===== src/rtl/lwa_pkg.sv =====
package lwa_pkg;

   typedef enum logic [1:0] {
      MODE_W36 = 2'd0,
      MODE_W18 = 2'd1,
      MODE_W9  = 2'd2
   } width_mode_e;

   function automatic width_mode_e decode_mode(input logic narrow, input logic byte_sel);
      if (!narrow)
         return MODE_W36;
      else if (byte_sel)
         return MODE_W9;
      else
         return MODE_W18;
   endfunction

endpackage


===== src/rtl/lwa_cfg_reg.sv =====
module lwa_cfg_reg
   import lwa_pkg::*;
(
   input  logic        clk,
   input  logic        rst_n,
   input  logic        cfg_narrow,
   input  logic        cfg_byte,
   input  logic        cfg_big,
   output width_mode_e mode,
   output logic        big
);

   always_ff @(posedge clk or negedge rst_n) begin
      if (!rst_n) begin
         mode <= MODE_W36;
         big  <= 1'b0;
      end else begin
         mode <= decode_mode(cfg_narrow, cfg_byte);
         big  <= cfg_big;
      end
   end

endmodule


===== src/rtl/lwa_subcnt.sv =====
module lwa_subcnt
   import lwa_pkg::*;
#(
   parameter int IDX_W = 2
)(
   input  logic             clk,
   input  logic             rst_n,
   input  width_mode_e      mode,
   input  logic             big,
   input  logic             beat,
   input  logic             start,
   output logic [IDX_W-1:0] cur,
   output logic [IDX_W-1:0] pend,
   output logic             is_last
);

   localparam logic [IDX_W-1:0] IDX_MAX = '1;
   localparam logic [IDX_W-1:0] ONE     = IDX_W'(1);

   logic [IDX_W-1:0] last_idx;
   logic [IDX_W-1:0] first_idx;
   logic [IDX_W-1:0] nxt;

   always_comb begin
      case (mode)
         MODE_W9:  last_idx = IDX_MAX;
         MODE_W18: last_idx = ONE;
         default:  last_idx = '0;
      endcase
      first_idx = big ? last_idx : '0;
      cur       = start ? first_idx : pend;
      if (mode == MODE_W36)
         is_last = 1'b1;
      else if (big)
         is_last = (cur == '0);
      else
         is_last = (cur == last_idx);
      if (big)
         nxt = (cur == '0) ? last_idx : cur - ONE;
      else
         nxt = (cur == last_idx) ? '0 : cur + ONE;
   end

   always_ff @(posedge clk or negedge rst_n) begin
      if (!rst_n)
         pend <= '0;
      else if (beat)
         pend <= nxt;
   end

endmodule


===== src/rtl/lwa_datapath.sv =====
module lwa_datapath
   import lwa_pkg::*;
#(
   parameter int LANE_W = 9,
   parameter int LANES  = 4,
   parameter int ADDR_W = 15,
   localparam int DATA_W = LANE_W * LANES,
   localparam int HALF_W = DATA_W / 2,
   localparam int IDX_W  = $clog2(LANES)
)(
   input  logic              clk,
   input  logic              rst_n,
   input  width_mode_e       mode,
   input  logic [IDX_W-1:0]  cur,
   input  logic [IDX_W-1:0]  pend,
   input  logic              beat,
   input  logic              is_last,
   input  logic              write,
   input  logic              rb_req,
   input  logic [ADDR_W-1:0] rb_addr,
   input  logic [DATA_W-1:0] rd_word,
   input  logic [DATA_W-1:0] wr_in,
   output logic [DATA_W-1:0] port_out,
   output logic [DATA_W-1:0] port_oe,
   output logic              mem_wr_en,
   output logic [DATA_W-1:0] mem_wr_data
);

   localparam int RB_OFS = 3;
   localparam int LOW_A  = LANE_W - RB_OFS;
   localparam logic [DATA_W-1:0] MASK_ALL  = '1;
   localparam logic [DATA_W-1:0] MASK_HALF = {{(DATA_W-HALF_W){1'b0}}, {HALF_W{1'b1}}};
   localparam logic [DATA_W-1:0] MASK_LANE = {{(DATA_W-LANE_W){1'b0}}, {LANE_W{1'b1}}};

   logic [LANE_W-1:0] lane_rd [LANES];
   logic [HALF_W-1:0] half_rd [2];

   for (genvar g = 0; g < LANES; g++) begin : g_lane
      assign lane_rd[g] = rd_word[g*LANE_W +: LANE_W];
   end
   for (genvar h = 0; h < 2; h++) begin : g_half
      assign half_rd[h] = rd_word[h*HALF_W +: HALF_W];
   end

   logic [DATA_W-1:0] acc;
   logic [DATA_W-1:0] merged;
   logic              rb_ph;
   logic [DATA_W-1:0] rb_wide;
   logic [DATA_W-1:0] rb_word;
   logic [DATA_W-1:0] rb_hi;
   logic [DATA_W-1:0] rb_lo;

   always_comb begin
      merged = acc;
      case (mode)
         MODE_W18: merged[int'(cur[0])*HALF_W +: HALF_W] = wr_in[HALF_W-1:0];
         MODE_W9:  merged[int'(cur)*LANE_W +: LANE_W]    = wr_in[LANE_W-1:0];
         default:  merged = wr_in;
      endcase
   end

   always_ff @(posedge clk or negedge rst_n) begin
      if (!rst_n)
         acc <= '0;
      else if (beat && write)
         acc <= merged;
   end

   assign mem_wr_en   = beat && write && is_last;
   assign mem_wr_data = merged;

   always_ff @(posedge clk or negedge rst_n) begin
      if (!rst_n)
         rb_ph <= 1'b0;
      else if (rb_req && mode == MODE_W9)
         rb_ph <= ~rb_ph;
      else
         rb_ph <= 1'b0;
   end

   assign rb_wide = DATA_W'(rb_addr) << RB_OFS;
   assign rb_word = rb_wide | (DATA_W'(pend[0]) << (RB_OFS - 1));
   assign rb_hi   = DATA_W'(rb_addr[ADDR_W-1:LOW_A]);
   assign rb_lo   = DATA_W'({rb_addr[LOW_A-1:0], pend, 1'b0});

   always_comb begin
      port_out = '0;
      port_oe  = '0;
      if (rb_req) begin
         case (mode)
            MODE_W18: begin port_out = rb_word; port_oe = MASK_HALF; end
            MODE_W9:  begin port_out = rb_ph ? rb_lo : rb_hi; port_oe = MASK_LANE; end
            default:  begin port_out = rb_wide; port_oe = MASK_ALL; end
         endcase
      end else if (beat && !write) begin
         case (mode)
            MODE_W18: begin port_out = DATA_W'(half_rd[cur[0]]); port_oe = MASK_HALF; end
            MODE_W9:  begin port_out = DATA_W'(lane_rd[cur]); port_oe = MASK_LANE; end
            default:  begin port_out = rd_word; port_oe = MASK_ALL; end
         endcase
      end
   end

endmodule


===== src/rtl/lane_width_adapter.sv =====
module lane_width_adapter
   import lwa_pkg::*;
#(
   parameter int LANE_W = 9,
   parameter int LANES  = 4,
   parameter int ADDR_W = 15,
   localparam int DATA_W = LANE_W * LANES,
   localparam int IDX_W  = $clog2(LANES)
)(
   input  logic              clk,
   input  logic              rst_n,
   input  logic              cfg_narrow,
   input  logic              cfg_byte,
   input  logic              cfg_big,
   input  logic              beat_valid,
   input  logic              beat_start,
   input  logic              beat_write,
   input  logic              rb_req,
   input  logic [ADDR_W-1:0] rb_addr,
   input  logic [DATA_W-1:0] rd_word,
   input  logic [DATA_W-1:0] wr_in,
   output logic [DATA_W-1:0] port_out,
   output logic [DATA_W-1:0] port_oe,
   output logic              word_adv,
   output logic              mem_wr_en,
   output logic [DATA_W-1:0] mem_wr_data
);

   if (LANES != 4) begin : g_bad_lanes
      $error("lane_width_adapter: LANES must be 4");
   end
   if (ADDR_W - (LANE_W - 3) > LANE_W) begin : g_bad_rb9
      $error("lane_width_adapter: upper readback field exceeds one lane");
   end
   if (ADDR_W + 3 > DATA_W / 2) begin : g_bad_rb18
      $error("lane_width_adapter: readback field exceeds one half word");
   end

   width_mode_e      mode;
   logic             big;
   logic             beat;
   logic [IDX_W-1:0] cur;
   logic [IDX_W-1:0] pend;
   logic             is_last;

   assign beat     = beat_valid && !rb_req;
   assign word_adv = beat && is_last;

   lwa_cfg_reg u_cfg (
      .clk        (clk),
      .rst_n      (rst_n),
      .cfg_narrow (cfg_narrow),
      .cfg_byte   (cfg_byte),
      .cfg_big    (cfg_big),
      .mode       (mode),
      .big        (big)
   );

   lwa_subcnt #(.IDX_W(IDX_W)) u_sub (
      .clk     (clk),
      .rst_n   (rst_n),
      .mode    (mode),
      .big     (big),
      .beat    (beat),
      .start   (beat_start),
      .cur     (cur),
      .pend    (pend),
      .is_last (is_last)
   );

   lwa_datapath #(.LANE_W(LANE_W), .LANES(LANES), .ADDR_W(ADDR_W)) u_dp (
      .clk         (clk),
      .rst_n       (rst_n),
      .mode        (mode),
      .cur         (cur),
      .pend        (pend),
      .beat        (beat),
      .is_last     (is_last),
      .write       (beat_write),
      .rb_req      (rb_req),
      .rb_addr     (rb_addr),
      .rd_word     (rd_word),
      .wr_in       (wr_in),
      .port_out    (port_out),
      .port_oe     (port_oe),
      .mem_wr_en   (mem_wr_en),
      .mem_wr_data (mem_wr_data)
   );

endmodule


===== config.mk =====
export PLATFORM = sky130hd
export DESIGN_NAME = lane_width_adapter
export DESIGN_NICKNAME = d
export VERILOG_FILES = /design/src/rtl/lwa_pkg.sv /design/src/rtl/lwa_cfg_reg.sv /design/src/rtl/lwa_subcnt.sv /design/src/rtl/lwa_datapath.sv /design/src/rtl/lane_width_adapter.sv
export SDC_FILE = /design/constraint.sdc
export NUM_CORES = 1
export LEC_CHECK = 0
export ABC_AREA = 1
export BUFFER_PORTS_ARGS = -buffer_cell sky130_fd_sc_hd__buf_2
export CAP_MARGIN = 10
export CORE_MARGIN = 4
export CORE_UTILIZATION = 53
export DETAILED_ROUTE_END_ITERATION = 12
export GPL_TIMING_DRIVEN = 0
export PLACE_DENSITY = 0.95
export SYNTH_ARGS = -nofsm -noshare
export SYNTH_HDL_FRONTEND = slang
export SYNTH_HIERARCHICAL = 1
export SYNTH_SLANG_ARGS = --single-unit

===== constraint.sdc =====
create_clock -name clk -period 4.9 [get_ports clk]
set_clock_uncertainty 0.05 [all_clocks]
set_input_delay 0.245 -clock clk [delete_from_list [all_inputs] [get_ports clk]]
set_output_delay 0.245 -clock clk [all_outputs]
set_load 0.005 [all_outputs]

# Word-level counts from Yosys, hierarchy flattened
# Cells that the tools add are included.
[op_classes]
shifts = 4
n_mux = 28
mul = 2
n_addsub = 4
reduce_logical = 10
n_eq_ne = 3
magnitude_cmp = 2
bitwise_logic = 4
[op_table]
columns = ["operator", "n"]
rows = [
  ["one-hot mux 36 bit (2 select lines)", 4],
  ["two-way mux 36 bit", 4],
  ["bitwise mux 36 bit", 2],
  ["negator 32 -> 33 bit", 2],
  ["two-way mux 18 bit", 3],
  ["variable shift 18 x 33 -> 36 bit (first input constant)", 1],
  ["variable shift 9 x 33 -> 36 bit (first input constant)", 1],
  ["indexed part select 18 x 33 -> 36 bit", 1],
  ["indexed part select 9 x 33 -> 36 bit", 1],
  ["two-way mux 9 bit", 3],
  ["binary-select mux 9 bit (select 2 bit)", 1],
  ["bitwise OR 18 x 3 -> 18 bit", 1],
  ["two-way mux 2 bit", 7],
  ["logical AND 1 bit", 6],
  ["multiplier 2 x 4 -> 6 bit (second input constant)", 1],
  ["multiplier 1 x 4 -> 5 bit (second input constant)", 1],
  ["logical NOT 2 bit", 2],
  ["one-hot mux 2 bit (2 select lines)", 1],
  [">= comparator 3 bit (second input constant)", 1],
  ["two-way mux 1 bit", 3],
  ["inverter 2 -> 3 bit", 1],
  ["adder 2 x 1 -> 2 bit (second input constant)", 1],
  ["equality test 2 x 1 -> 1 bit (second input constant)", 1],
  ["equality test 2 bit", 1],
  ["other kinds (6)", 7],
]
[totals]
regBits = 42
inputBits = 96

# Logic depth before layout (Yosys ltp)
# Gate-level depths: netlist of run 1.
[depth]
word_depth = 11
depth_mapped = 17
mapped_depth_nobuf = 13

# By module
# Netlist of run 1, hierarchy kept.
[by_module_without_submodules]
columns = ["mod", "cells_per_inst", "seq_area_each_um2", "instances", "area_per_inst_um2"]
rows = [
  ["lwa_datapath", 791, 925.9, 1, 4294.1],
  ["lwa_subcnt", 57, 50.0, 1, 314.1],
  ["lwa_cfg_reg", 7, 75.1, 1, 92.6],
  ["lane_width_adapter", 5, 0.0, 1, 23.8],
]

# Worst setup path before layout of run 1
# OpenSTA, ideal clock, no wires.
[synth_path]
path_type = "reg-to-output"
from = "reg u_cfg.mode[1]"
to = "out mem_wr_data[9]"
setup_slack_ns = 2.308
required_ns = 4.605
t_arrival_ns = 2.297
path_stages_with_launch = 16
cell_sequence = "dfrtp_1 inv_1 ha_1 nand3_1 nand2_2 buf_2 inv_2 buf_4 buf_4 ha_1 clkinv_1 buf_2 nand4_1 nand2_1 nand2_1 a21oi_1"
[synth_between]
elab_chain_cells = 9
elab_cells_between_ends = 16
[synth_lines]
columns = ["item", "line_no", "text"]
rows = [
  ["from (decl)", "lwa_cfg_reg.sv:9", "output width_mode_e mode,"],
  ["from (signal assigned)", "lwa_cfg_reg.sv:18", "mode <= decode_mode(cfg_narrow, cfg_byte);"],
  ["equality test 2 x 1 -> 1 bit / equality test 2 bit (equally long branches)", "lwa_subcnt.sv:25", "case (mode)"],
  ["one-hot mux 2 bit (2 select lines) *", "lwa_subcnt.sv:25", ""],
  ["two-way mux 2 bit *", "lwa_subcnt.sv:30", "first_idx = big ? last_idx : '0;"],
  ["two-way mux 2 bit *", "lwa_subcnt.sv:31", "cur = start ? first_idx : pend;"],
  ["net cur[0]", "lane_width_adapter.sv:42", "logic [IDX_W-1:0] cur;"],
  ["multiplier 1 x 4 -> 5 bit / multiplier 2 x 4 -> 6 bit (equally long branches)", "lwa_datapath.sv:56, lwa_datapath.sv:57", ""],
  ["negator 32 -> 33 bit, on equally long branches", "lwa_datapath.sv:56, lwa_datapath.sv:57", ""],
  ["indexed part select 18 x 33 -> 36 bit (tied with other cells)", "lwa_datapath.sv:56", "MODE_W18: merged[int'(cur[0])*HALF_W +: HALF_W] = wr_in[HALF_W-1:0];"],
  ["bitwise mux 36 bit, on equally long branches", "lwa_datapath.sv:56, lwa_datapath.sv:57", ""],
  ["one-hot mux 36 bit (2 select lines) *", "lwa_datapath.sv:55", "case (mode)"],
  ["to (decl)", "lane_width_adapter.sv:26", "output logic [DATA_W-1:0] mem_wr_data"],
]
# The timed path passes the listed nets; every way through them passes the cells marked *.

# Final worst setup path of run 1
[layout_path]
from = "reg u_cfg.mode[0]"
to = "out mem_wr_data[9]"
[layout_between]
elab_chain_cells = 9
elab_cells_between_ends = 16
[layout_lines]
columns = ["item", "line_no", "text"]
rows = [
  ["equality test 2 x 1 -> 1 bit / equality test 2 bit (equally long branches)", "lwa_subcnt.sv:25", ""],
  ["one-hot mux 2 bit (2 select lines) *", "lwa_subcnt.sv:25", ""],
  ["two-way mux 2 bit *", "lwa_subcnt.sv:30", ""],
  ["two-way mux 2 bit *", "lwa_subcnt.sv:31", ""],
  ["net cur[1]", "lane_width_adapter.sv:42", ""],
  ["multiplier 2 x 4 -> 6 bit *", "lwa_datapath.sv:57", "MODE_W9: merged[int'(cur)*LANE_W +: LANE_W] = wr_in[LANE_W-1:0];"],
  ["negator 32 -> 33 bit *", "lwa_datapath.sv:57", ""],
  ["indexed part select 9 x 33 -> 36 bit / variable shift 9 x 33 -> 36 bit (equally long branches)", "lwa_datapath.sv:57", ""],
  ["bitwise mux 36 bit *", "lwa_datapath.sv:57", ""],
  ["one-hot mux 36 bit (2 select lines) *", "lwa_datapath.sv:55", ""],
]
# Marks and branches as above.

==> key figures, run 1 <==
Outcome
  – Run status: finished, final reports clean

Cells and area
  – Area of all sequential standard cells: approximately 0.0011 sq mm
  – Combined area of the multi-input logic cells: just under 0.003 sq mm
  – Non-filler instance count after layout: between 1000 and 1500
  – Post-route design area: 0.00601 sq mm
  – Total Nets Final: 1178
  – Share of cells above drive strength 1: 0.278
  – Fill cell total of the finished layout: between 800 and 900
  – Layout overhead on the synthesized area: 27.1%

Synthesis
  – Post-synth cell types: 24
  – Cell types with the largest area share after synthesis: sky130_fd_sc_hd__nand2_1 (32%), sky130_fd_sc_hd__dfrtp_1 (22%), sky130_fd_sc_hd__nand3_1 (8.2%)
  – Count leader, synth: sky130_fd_sc_hd__nand2_1
  – Total of warnings raised by yosys: 6
  – Number of enable flip-flop cells after synthesis: 0
  – Share of flip-flops with an asynchronous set or reset: 1.00
  – Gate Count Post-Synth: between 800 and 900
  – Cell type contributing the most total cell area after synthesis: sky130_fd_sc_hd__nand2_1
  – Number of storage elements in the synthesis netlist: 42
  – Sequential-to-total area share from yosys stat: 0.222
  – Most used flip-flop cell after synthesis: sky130_fd_sc_hd__dfrtp_1
  – Net Count, Synth: just under 1000
  – Mean area per synthesized cell: 5.49 sq um
  – Leading post-synthesis cells by instance count: sky130_fd_sc_hd__nand2_1 (399), sky130_fd_sc_hd__nand3_1 (77), sky130_fd_sc_hd__inv_1 (67), sky130_fd_sc_hd__nor2_1 (67), sky130_fd_sc_hd__dfrtp_1 (42)
  – Post-synthesis instance area: about 0.0047 sq mm
  – Portion of synthesized cell area occupied by the leading cell type: 0.317

Die
  – I/O pins: 206
  – Standard-cell row count: 34
  – Vert. Die Dim: ~100 um
  – Floorplan die width: slightly above 100 um
  – Core area: roughly 0.0087 sq mm
  – Area enclosed by the die boundary: 0.0105 sq mm
  – Initial Util: 0.544

Worst setup path
  – Crit Reg-Reg Startpoint: u_cfg/mode[0]$_DFF_PN0_
  – Critical Path Source: u_cfg/mode[0]$_DFF_PN0_
  – Crit Path Max Fanout: 12
  – Endpoint type of the worst setup path: output pin
  – Top Family by Delay on Critical Path: buffers and inverters
  – Capture point of the worst path: mem_wr_data[9]
  – Crit path buf inv count: 6
  – Cell depth of the worst flop-to-flop path: 16
  – WP data arrival: between 3 and 4 ns
  – Worst reg-to-reg setup slack: around 1.8 ns
  – Highest cell delay on the worst timing path: ~0.45 ns
  – Data required, critical path: between 4 and 5 ns
  – R2R Path End: u_dp/acc[34]$_DFFE_PN0P_
  – Crit-path slowest cell: sky130_fd_sc_hd__clkbuf_1
  – Critical path depth in cells: 14
  – Startpoint kind of the worst setup timing path: flop
  – CP cell instances: inv_1 > ha_1 > nand3_1 > nand2_2 > clkbuf_1 > inv_2 > ha_1 > clkinv_1 > buf_2 > nand4_1 > nand2_1 > nand2_1 > a21oi_1 > buf_2
  – Critical Setup Path Class: flop to output pin

Global route
  – Number of global-route vias before repair: about 5700
  – Overall track demand over capacity in global routing: 0.322
  – Global-route wire length before repair: around 27 mm
  – Number of antenna violations at the first check in global routing: 2
  – Total gr overflow: 0
  – Largest net degree at the start of global routing: 43

Drt
  – Detail Route met3 WL: around 2.1 mm
  – Routed met2 length: between 8 and 9 mm
  – DRC violation count after routing: 0
  – Detail-routed via count per cell: 5.46
  – Total wirelength of the detailed-routed design: between 15 and 20 mm
  – Top layer in use: met4
  – Post-Route M1 WL: around 6.4 mm
  – Routed via count: between 6000 and 7000
  – Remaining antenna violation count after routing: 0
  – Violation count after the first detailed-route iteration: a little over 600
  – Drt pass-1 iters: 5
  – Wirelength per Cell: about 15 um

Place
  – Placer's final routability congestion estimate: between 0.9 and 1
  – Placed cells: 1173
  – Standard cell area after detailed placement: slightly below 0.006 sq mm
  – Count of input and output buffers: approximately 210
  – Placed wire-length estimate: 13.5 mm

Clocking
  – Max Buffers Root-to-Sink: 2
  – Post-CTS clock slew at the launch and capture registers of the worst setup and hold paths: about 0.08 ns
  – Count of hold buffers inserted by post-cts repair: 0
  – Resize count post-CTS: 0
  – Root buffer selected by CTS: sky130_fd_sc_hd__clkbuf_8
  – TritonCTS clock tree: done
  – CTS H-tree lvls: 2
  – Clk sinks: 42
  – Number of buffers inserted by post-CTS setup repair: 0
  – Clock Latency Late Sink: approximately 0.3 ns
  – Number of buffers inserted during clock tree synthesis: 5

Timing
  – Least-Margin Pin Slew: 0.970 ns
  – Number of pins exceeding their max-slew limit in the final report: 0
  – Min Hold Slack: 0.0101 ns
  – Final TNS setup: 0 ns
  – Minimum period implied by the final worst setup slack: between 3 and 4 ns
  – Count of endpoints failing hold in the final timing report: 0
  – Post-route clock period utilization: 0.732
  – Final setup viols: 0
  – Max-slew headroom: 0.354
  – Timing-limited maximum frequency: between 0.2 and 0.3 GHz
  – Unrepaired setup endpoints after global routing: false

Power and ir drop
  – Power per cell area: approximately 230 mW/mm^2
  – IR drop worst, VDD: around 0.26 mV
  – Leakage power total: ~3.7 nW
  – Power, Total: approximately 0.0014 W

Hold path
  – Worst hold path class: input pin to flop

Run
  – Max Cap Violations: 0
## layout make-up
type                            instances  area share
Buffer                                 69      0.0717
Timing Repair Buffer                  206       0.172
Sequential cell                        42       0.175
Clock buffer                            5      0.0115
Multi-Input combinational cell        671       0.491
Tap cell                              108      0.0225
Clock inverter                          3     0.00667
Inverter                               78      0.0487
Antenna cell                            2    0.000833
## metal layers
metal,global-route usage,up-vias
met4,0.172,0
met2,0.556,467
met3,0.0478,80
met5,0,-
met1,0.384,2825
li1,-,3090
## layout by cell type, fill, tap and decap left out
cell / count
sky130_fd_sc_hd__a21boi_0: 11
sky130_fd_sc_hd__a21oi_1: 21
sky130_fd_sc_hd__a21oi_2: 1
sky130_fd_sc_hd__buf_1: 3
sky130_fd_sc_hd__buf_2: 219
sky130_fd_sc_hd__buf_4: 42
sky130_fd_sc_hd__bufinv_16: 1
sky130_fd_sc_hd__clkbuf_1: 11
sky130_fd_sc_hd__clkbuf_8: 5
sky130_fd_sc_hd__clkinv_1: 4
sky130_fd_sc_hd__clkinv_2: 2
sky130_fd_sc_hd__dfrtp_1: 42
sky130_fd_sc_hd__diode_2: 2
sky130_fd_sc_hd__ha_1: 9
sky130_fd_sc_hd__inv_1: 67
sky130_fd_sc_hd__inv_2: 7
sky130_fd_sc_hd__nand2_1: 399
sky130_fd_sc_hd__nand2_2: 11
sky130_fd_sc_hd__nand3_1: 77
sky130_fd_sc_hd__nand3_2: 2
sky130_fd_sc_hd__nand4_1: 7
sky130_fd_sc_hd__nor2_1: 67
sky130_fd_sc_hd__nor2_2: 6
sky130_fd_sc_hd__nor2_4: 1
sky130_fd_sc_hd__nor3_1: 7
sky130_fd_sc_hd__o211ai_1: 9
sky130_fd_sc_hd__o21ai_0: 41
sky130_fd_sc_hd__o21ai_2: 2
## sequential cells by signal, summed over array words and instances, names as in the netlist
name and cells:
u_dp/acc 36, u_cfg/mode 2, u_cfg/big 1, u_sub/pend 2, u_dp/rb_ph 1
## kinds of logic after synthesis
family / synth area share
fa+ha+maj: 0.0238
buf+inv: 0.153
compound gates: 0.103
flops: 0.222
simple gates: 0.498
## worst min-delay path by stage
stage                       start                   to  slack (ns)  cells after the start
final                     cfg_big  u_cfg/big$_DFF_PN0_        0.01                      1
after global routing      cfg_big  u_cfg/big$_DFF_PN0_       0.005                      1
after CTS                 cfg_big  u_cfg/big$_DFF_PN0_       0.008                      1
after detailed placement  cfg_big  u_cfg/big$_DFF_PN0_        0.32                      1
after global placement    cfg_big  u_cfg/big$_DFF_PN0_        0.32                      1
after floorplan             rst_n  u_cfg/big$_DFF_PN0_       -0.10                      0
## through the flow
stage / utilization / worst slack (ns)
floorplan: - / 2.31
global placement: 0.678 / 1.80
detailed placement: 0.678 / 1.75
CTS: 0.691 / 1.37
global route: 0.692 / 1.16
finish: 0.692 / 1.32
## power by group
part	internal [W]	leakage, nW	switching, W	total [W]
registers	0.000402	0.538	0.0000455	0.000447
clock network	0.000150	0.0579	0.000123	0.000273
logic	0.000252	3.08	0.000399	0.000651
total	0.000804	3.68	0.000568	0.00137
(Power assumes the default switching activity.)
==> run 2, diff against run 1 <==
--- a/config.mk
+++ b/config.mk
@@ -9,10 +9,10 @@
 export BUFFER_PORTS_ARGS = -buffer_cell sky130_fd_sc_hd__buf_2
 export CAP_MARGIN = 10
 export CORE_MARGIN = 4
-export CORE_UTILIZATION = 53
+export CORE_UTILIZATION = 44
 export DETAILED_ROUTE_END_ITERATION = 12
 export GPL_TIMING_DRIVEN = 0
-export PLACE_DENSITY = 0.95
+export PLACE_DENSITY = 0.87
 export SYNTH_ARGS = -nofsm -noshare
 export SYNTH_HDL_FRONTEND = slang
 export SYNTH_HIERARCHICAL = 1
==> constraint.sdc (replaced) <==
create_clock -name clk -period 3 [get_ports clk]
set_clock_uncertainty 0.05 [all_clocks]
set_input_delay 0.15 -clock clk [delete_from_list [all_inputs] [get_ports clk]]
set_output_delay 0.15 -clock clk [all_outputs]
set_load 0.005 [all_outputs]
==> key figures, run 2 (same netlist as run 1, synthesis figures left out) <==
Global route
  – Met1 Resource Use GR: 0.359
  – Number of global-route vias before repair: approximately 6000
  – Most utilized layer in the global route result: met2
  – Global-route wire length before repair: between 20 and 30 mm
  – Largest net degree at the start of global routing: between 40 and 50
  – Total gr overflow: 0
  – Met3 routing resource usage after global routing: 0.0467
  – Number of antenna violations at the first check in global routing: 0
  – GR met2 Demand/Resource: 0.494
  – Overall track demand over capacity in global routing: 0.285

Drt
  – Total wirelength of the detailed-routed design: 18.8 mm
  – Detail-routed via count per cell: around 5.3
  – Drt pass-1 iters: 8
  – Violation count after the first detailed-route iteration: 939
  – Wirelength per Cell: ~15 um
  – Remaining antenna violation count after routing: 0
  – DRC violation count after routing: 0
  – Routed via count: around 6400

Timing
  – Least-Margin Pin Slew: between 0.9 and 1 ns
  – Minimum period implied by the final worst setup slack: between 2 and 3 ns
  – Max-slew headroom: 0.334
  – Final setup viols: 0
  – Final TNS setup: 0 ns
  – Count of endpoints failing hold in the final timing report: 0
  – Min Hold Slack: slightly below 0.02 ns
  – Post-route clock period utilization: 0.982
  – Timing-limited maximum frequency: about 0.34 GHz
  – Number of pins exceeding their max-slew limit in the final report: 0

Clocking
  – Clk sinks: between 40 and 50
  – Max Buffers Root-to-Sink: 2
  – Clock Latency Late Sink: roughly 0.30 ns
  – CTS H-tree lvls: 2
  – Root buffer selected by CTS: sky130_fd_sc_hd__clkbuf_8
  – Number of buffers inserted during clock tree synthesis: 5
  – TritonCTS clock tree: done
  – Post-CTS clock slew at the launch and capture registers of the worst setup and hold paths: approximately 0.090 ns

Power and ir drop
  – Share of power burned in the clock network: 0.201
  – Fraction of power consumed by sequential logic: 0.313
  – Sw Pwr: between 0.0009 and 0.001 W
  – IR drop worst, VDD: 0.253 mV
  – Internal power: 0.00135 W
  – Combinational power share: 0.486
  – Sw frac: 0.420
  – Leakage power total: between 3 and 4 nW
  – Power per cell area: ~380 mW/mm^2

Outcome
  – Run status: finished, final reports clean

Cells and area
  – Fill cell total of the finished layout: between 1000 and 1500
  – Reg with most FFs: u_dp/acc
  – Area of all sequential standard cells: between 0.001 and 0.0015 sq mm
  – Number of flip-flops in the largest register: 36
  – Biggest registers after layout: u_dp/acc x36, u_cfg/mode x2, u_sub/pend x2
  – Share of cells above drive strength 1: 0.292
  – Fraction of the core area covered by cells at the end of the flow: 0.598
  – Antenna fix cells: 0
  – Most common cell after layout, fill and taps aside: sky130_fd_sc_hd__nand2_1
  – Layout overhead on the synthesized area: 31.3%
  – Non-filler instance count after layout: between 1000 and 1500
  – Commonest non-fill, non-tap cells in the layout: sky130_fd_sc_hd__nand2_1 (397), sky130_fd_sc_hd__buf_2 (217), sky130_fd_sc_hd__nand3_1 (76), sky130_fd_sc_hd__nor2_1 (67), sky130_fd_sc_hd__inv_1 (66)
  – Combined area of the multi-input logic cells: approximately 0.003 sq mm
  – Total Nets Final: between 1000 and 1500

Die
  – Core area: around 0.010 sq mm
  – I/O pins: a little over 200
  – Initial Util: 0.456
  – Standard-cell row count: 37
  – Floorplan die width: about 110 um
  – Vert. Die Dim: 112 um
  – Area enclosed by the die boundary: around 0.012 sq mm

Worst setup path
  – Endpoint type of the worst setup path: output pin
  – WP data arrival: 2.74 ns
  – Data required, critical path: between 2 and 3 ns
  – Crit Path Max Fanout: 13
  – Critical Setup Path Class: flop to output pin
  – Startpoint kind of the worst setup timing path: flop

Run
  – Max Cap Violations: 0

Place
  – Placer's final routability congestion estimate: between 0.9 and 1
  – Count of input and output buffers: 205
  – Placed wire-length estimate: between 10 and 15 mm
  – Placed cells: roughly 1200

Hold path
  – Worst hold path class: input pin to flop
-- run 2: changes by cell type in the layout (fill, tap and decap cells not counted), sizes merged --
cell / previous run / this run
clkbuf: 16 / 15
clkinvlp: 0 / 3
buf: 264 / 268
dlygate4sd3: 0 / 3
inv: 74 / 75
diode: 2 / 0
clkinv: 6 / 2
-- run 2: layer usage --
metal	vias up	part of all wire
li1	3086	-
met1	2823	0.38
met2	470	0.48
met3	69	0.11
met4	0	0.031
met5	-	0
-- run 2: path summary, 6_finish.rpt --
| path | end | cells after the start | from | slack [ns] |
|---|---|---|---|---|
| min in group asynchronous | u_dp/acc[2]$_DFFE_PN0P_ | 2 | rst_n | 0.50 |
| hold / removal | u_cfg/mode[1]$_DFF_PN0_ | 3 | cfg_narrow | 0.02 |
| hold reg to reg | u_dp/acc[4]$_DFFE_PN0P_ | 2 | u_dp/acc[4]$_DFFE_PN0P_ | 0.44 |
| setup reg to reg | u_dp/acc[11]$_DFFE_PN0P_ | 16 | u_cfg/mode[0]$_DFF_PN0_ | 0.45 |
| max in group asynchronous | u_dp/acc[10]$_DFFE_PN0P_ | 2 | rst_n | 1.78 |
| setup / recovery | mem_wr_data[11] | 15 | u_cfg/mode[0]$_DFF_PN0_ | 0.06 |
-- run 2: area by class of cell --
type	instances	area share
clock inverters	3	0.00726
well taps	136	0.0274
inverters	78	0.0490
plain buffers	68	0.0726
multi-input cells	671	0.487
repair buffers	213	0.176
flip-flops and latches	42	0.169
clock buffers	5	0.0111
-- run 2: power by group through the flow --
| stage | registers [W] | logic [W] | clock network, W |
|---|---|---|---|
| after detailed placement | 0.000738 | 0.00105 | 0 |
| after global placement | 0.000734 | 0.00103 | 0 |
| final | 0.000729 | 0.00113 | 0.000469 |
| after global routing | 0.000741 | 0.00125 | 0.000494 |
| after floorplan | 0.000720 | 0.000666 | 0 |
| after CTS | 0.000726 | 0.00108 | 0.000475 |
-- run 2: through the flow --
step	setup slack, ns	area [sq um]	total power, W
after floorplan	0.494	4720	0.00139
after global placement	-0.0380	5920	0.00176
final	0.0553	6200	0.00233
after detailed placement	-0.0430	5920	0.00178
after CTS	0.0151	6140	0.00228
after global routing	-0.0694	6200	0.00249
-- run 2: what timing repair did --
action | CTS | global route
endpoints found under the hold margin | 44 | 0
buffers inserted | 3 | 2
pin swaps | 1 | 3
resized for setup | 13 | 26
hold buffers | 3 | 0
endpoints found under the setup margin | 54 | 53
-- run 2: worst max-delay path, cell delays in order (launching register included) --
cell	delay, ns
sky130_fd_sc_hd__dfrtp_1	0.37
sky130_fd_sc_hd__inv_1	0.09
sky130_fd_sc_hd__ha_4	0.29
sky130_fd_sc_hd__nand3_1	0.09
sky130_fd_sc_hd__nand2_2	0.12
sky130_fd_sc_hd__buf_6	0.15
sky130_fd_sc_hd__inv_4	0.09
sky130_fd_sc_hd__buf_8	0.16
sky130_fd_sc_hd__ha_1	0.23
sky130_fd_sc_hd__inv_4	0.09
sky130_fd_sc_hd__buf_4	0.15
sky130_fd_sc_hd__nand3_1	0.14
sky130_fd_sc_hd__o21ai_0	0.19
sky130_fd_sc_hd__nand2_1	0.06
sky130_fd_sc_hd__nand2_1	0.10
sky130_fd_sc_hd__buf_2	0.12
==> run 3, diff against run 2 <==
==> constraint.sdc (replaced) <==
create_clock -name clk -period 3 [get_ports clk]
set_clock_uncertainty 0.05 [all_clocks]
set_input_delay 0.3 -clock clk [delete_from_list [all_inputs] [get_ports clk]]
set_output_delay 0.3 -clock clk [all_outputs]
set_load 0.005 [all_outputs]
==> key figures, run 3 (same netlist as run 1, synthesis figures left out) <==
Place
  – Placer's final routability congestion estimate: 0.952
  – Placed wire-length estimate: 14.2 mm
  – Place WS: -0.193 ns
  – Count of input and output buffers: between 200 and 250
  – Placed cells: around 1200

Cells and area
  – Number of flip-flops in the largest register: 36
  – Non-filler instance count after layout: approximately 1200
  – Fill cell total of the finished layout: around 1000
  – Reg with most FFs: u_dp/acc
  – Area of all sequential standard cells: roughly 0.0011 sq mm
  – Commonest non-fill, non-tap cells in the layout: sky130_fd_sc_hd__nand2_1 (391), sky130_fd_sc_hd__buf_2 (217), sky130_fd_sc_hd__nand3_1 (72), sky130_fd_sc_hd__nor2_1 (67), sky130_fd_sc_hd__inv_1 (63)
  – Total Nets Final: approximately 1200
  – Most common cell after layout, fill and taps aside: sky130_fd_sc_hd__nand2_1
  – Antenna fix cells: 0
  – Share of cells above drive strength 1: 0.315
  – Layout overhead on the synthesized area: 34.4%
  – Biggest registers after layout: u_dp/acc x36, u_cfg/mode x2, u_sub/pend x2
  – Fraction of the core area covered by cells at the end of the flow: 0.612
  – Combined area of the multi-input logic cells: 0.00312 sq mm

Timing
  – Number of pins exceeding their max-slew limit in the final report: 0
  – Post-route clock period utilization: 0.990
  – Setup slack after layout: ~0.029 ns
  – Least-Margin Pin Slew: about 1.0 ns
  – Final setup viols: 0
  – Timing-limited maximum frequency: between 0.3 and 0.4 GHz
  – Count of endpoints failing hold in the final timing report: 0
  – Minimum period implied by the final worst setup slack: between 2 and 3 ns
  – Max-slew headroom: 0.326
  – Final TNS setup: 0 ns

Global route
  – Largest net degree at the start of global routing: between 40 and 50
  – Overall track demand over capacity in global routing: 0.287
  – Number of global-route vias before repair: a little over 6000
  – Number of antenna violations at the first check in global routing: 0
  – Global-route wire length before repair: ~30 mm
  – Total gr overflow: 0

Power and ir drop
  – Power, Total: 0.00243 W
  – IR drop worst, VDD: around 0.26 mV
  – Power per cell area: about 380 mW/mm^2
  – Leakage power total: ~3.8 nW

Clocking
  – CTS H-tree lvls: 2
  – Clock Latency Late Sink: ~0.3 ns
  – Clk sinks: between 40 and 50
  – TritonCTS clock tree: done
  – Root buffer selected by CTS: sky130_fd_sc_hd__clkbuf_8
  – Number of buffers inserted during clock tree synthesis: 5
  – Max Buffers Root-to-Sink: 2
  – Post-CTS clock slew at the launch and capture registers of the worst setup and hold paths: approximately 0.090 ns

Die
  – Core area: between 0.01 and 0.015 sq mm
  – Floorplan die width: approximately 110 um
  – Area enclosed by the die boundary: between 0.01 and 0.015 sq mm
  – Vert. Die Dim: ~110 um
  – Initial Util: 0.456
  – Standard-cell row count: 37
  – I/O pins: about 210

Worst setup path
  – Worst reg-to-reg setup slack: 0.61 ns
  – WP data arrival: about 2.6 ns
  – Startpoint kind of the worst setup timing path: flop
  – Endpoint type of the worst setup path: output pin
  – Crit Path Max Fanout: 10
  – Critical Setup Path Class: flop to output pin
  – Data required, critical path: ~2.7 ns

Drt
  – Drt pass-1 iters: 6
  – Wirelength per Cell: approximately 16 um
  – Remaining antenna violation count after routing: 0
  – Total wirelength of the detailed-routed design: approximately 19 mm
  – Routed via count: between 6000 and 7000
  – DRC violation count after routing: 0
  – Violation count after the first detailed-route iteration: roughly 1000
  – Detail-routed via count per cell: approximately 5.4

Outcome
  – Run status: finished, final reports clean

Run
  – Max Cap Violations: 0

Hold path
  – Worst hold path class: input pin to flop
## run 3: timing repair
item	in CTS	in global routing
hold buffers	0	0
pin swaps	2	7
setup buffers	4	5
cloned	0	2
gates resized for setup	26	54
endpoints found under the setup margin	54	36
## run 3: worst paths after layout
kind                                            end               startpoint  cells past startpoint
setup / recovery                     mem_wr_data[9]  u_cfg/mode[0]$_DFF_PN0_                     16
hold / removal                  u_cfg/big$_DFF_PN0_                  cfg_big                      1
setup reg to reg           u_dp/acc[26]$_DFFE_PN0P_  u_cfg/mode[0]$_DFF_PN0_                     16
hold reg to reg             u_dp/acc[1]$_DFFE_PN0P_  u_dp/acc[1]$_DFFE_PN0P_                      2
max in group asynchronous  u_dp/acc[18]$_DFFE_PN0P_                    rst_n                      1
min in group asynchronous   u_dp/acc[2]$_DFFE_PN0P_                    rst_n                      1
## run 3: worst max-delay path, stage by stage, from the launching register on
cell and delay, ns:
sky130_fd_sc_hd__dfrtp_1 0.38, sky130_fd_sc_hd__inv_2 0.07, sky130_fd_sc_hd__ha_4 0.28, sky130_fd_sc_hd__nand3_2 0.07
sky130_fd_sc_hd__nand2_2 0.10, sky130_fd_sc_hd__buf_6 0.11, sky130_fd_sc_hd__inv_2 0.05, sky130_fd_sc_hd__buf_12 0.15
sky130_fd_sc_hd__buf_12 0.13, sky130_fd_sc_hd__ha_4 0.17, sky130_fd_sc_hd__inv_6 0.07, sky130_fd_sc_hd__buf_6 0.11
sky130_fd_sc_hd__nand4_1 0.12, sky130_fd_sc_hd__nand2_1 0.13, sky130_fd_sc_hd__nand2_2 0.07, sky130_fd_sc_hd__a21oi_2 0.16
sky130_fd_sc_hd__buf_2 0.14
## run 3: routing by layer
layer / wire (um) / global-route usage
met1: 7160 / 0.361
met3: 2220 / 0.0516
met5: 0 / 0
met2: 9210 / 0.493
met4: 802 / 0.101
## run 3: report_power, final
part | internal, W | total (W) | switching, W
sequential | 0.000656 | 0.000730 | 0.0000735
combinational | 0.000491 | 0.00122 | 0.000729
clock | 0.000248 | 0.000479 | 0.000231
## run 3: area by class of cell
| cell class | instances | share of cell area |
|---|---|---|
| plain buffers | 69 | 0.0749 |
| clock buffers | 5 | 0.0108 |
| clock inverters | 3 | 0.00709 |
| inverters | 78 | 0.0475 |
| multi-input cells | 672 | 0.492 |
| flip-flops and latches | 42 | 0.166 |
| well taps | 136 | 0.0268 |
| repair buffers | 215 | 0.175 |
## run 3: per-stage QoR
stage	hold WS (ns)	instance area, sq um
floorplan	-0.0456	4720
global placement	0.379	5920
detailed placement	0.374	5920
CTS	0.0596	6180
global route	0.0538	6350
finish	0.0554	6350
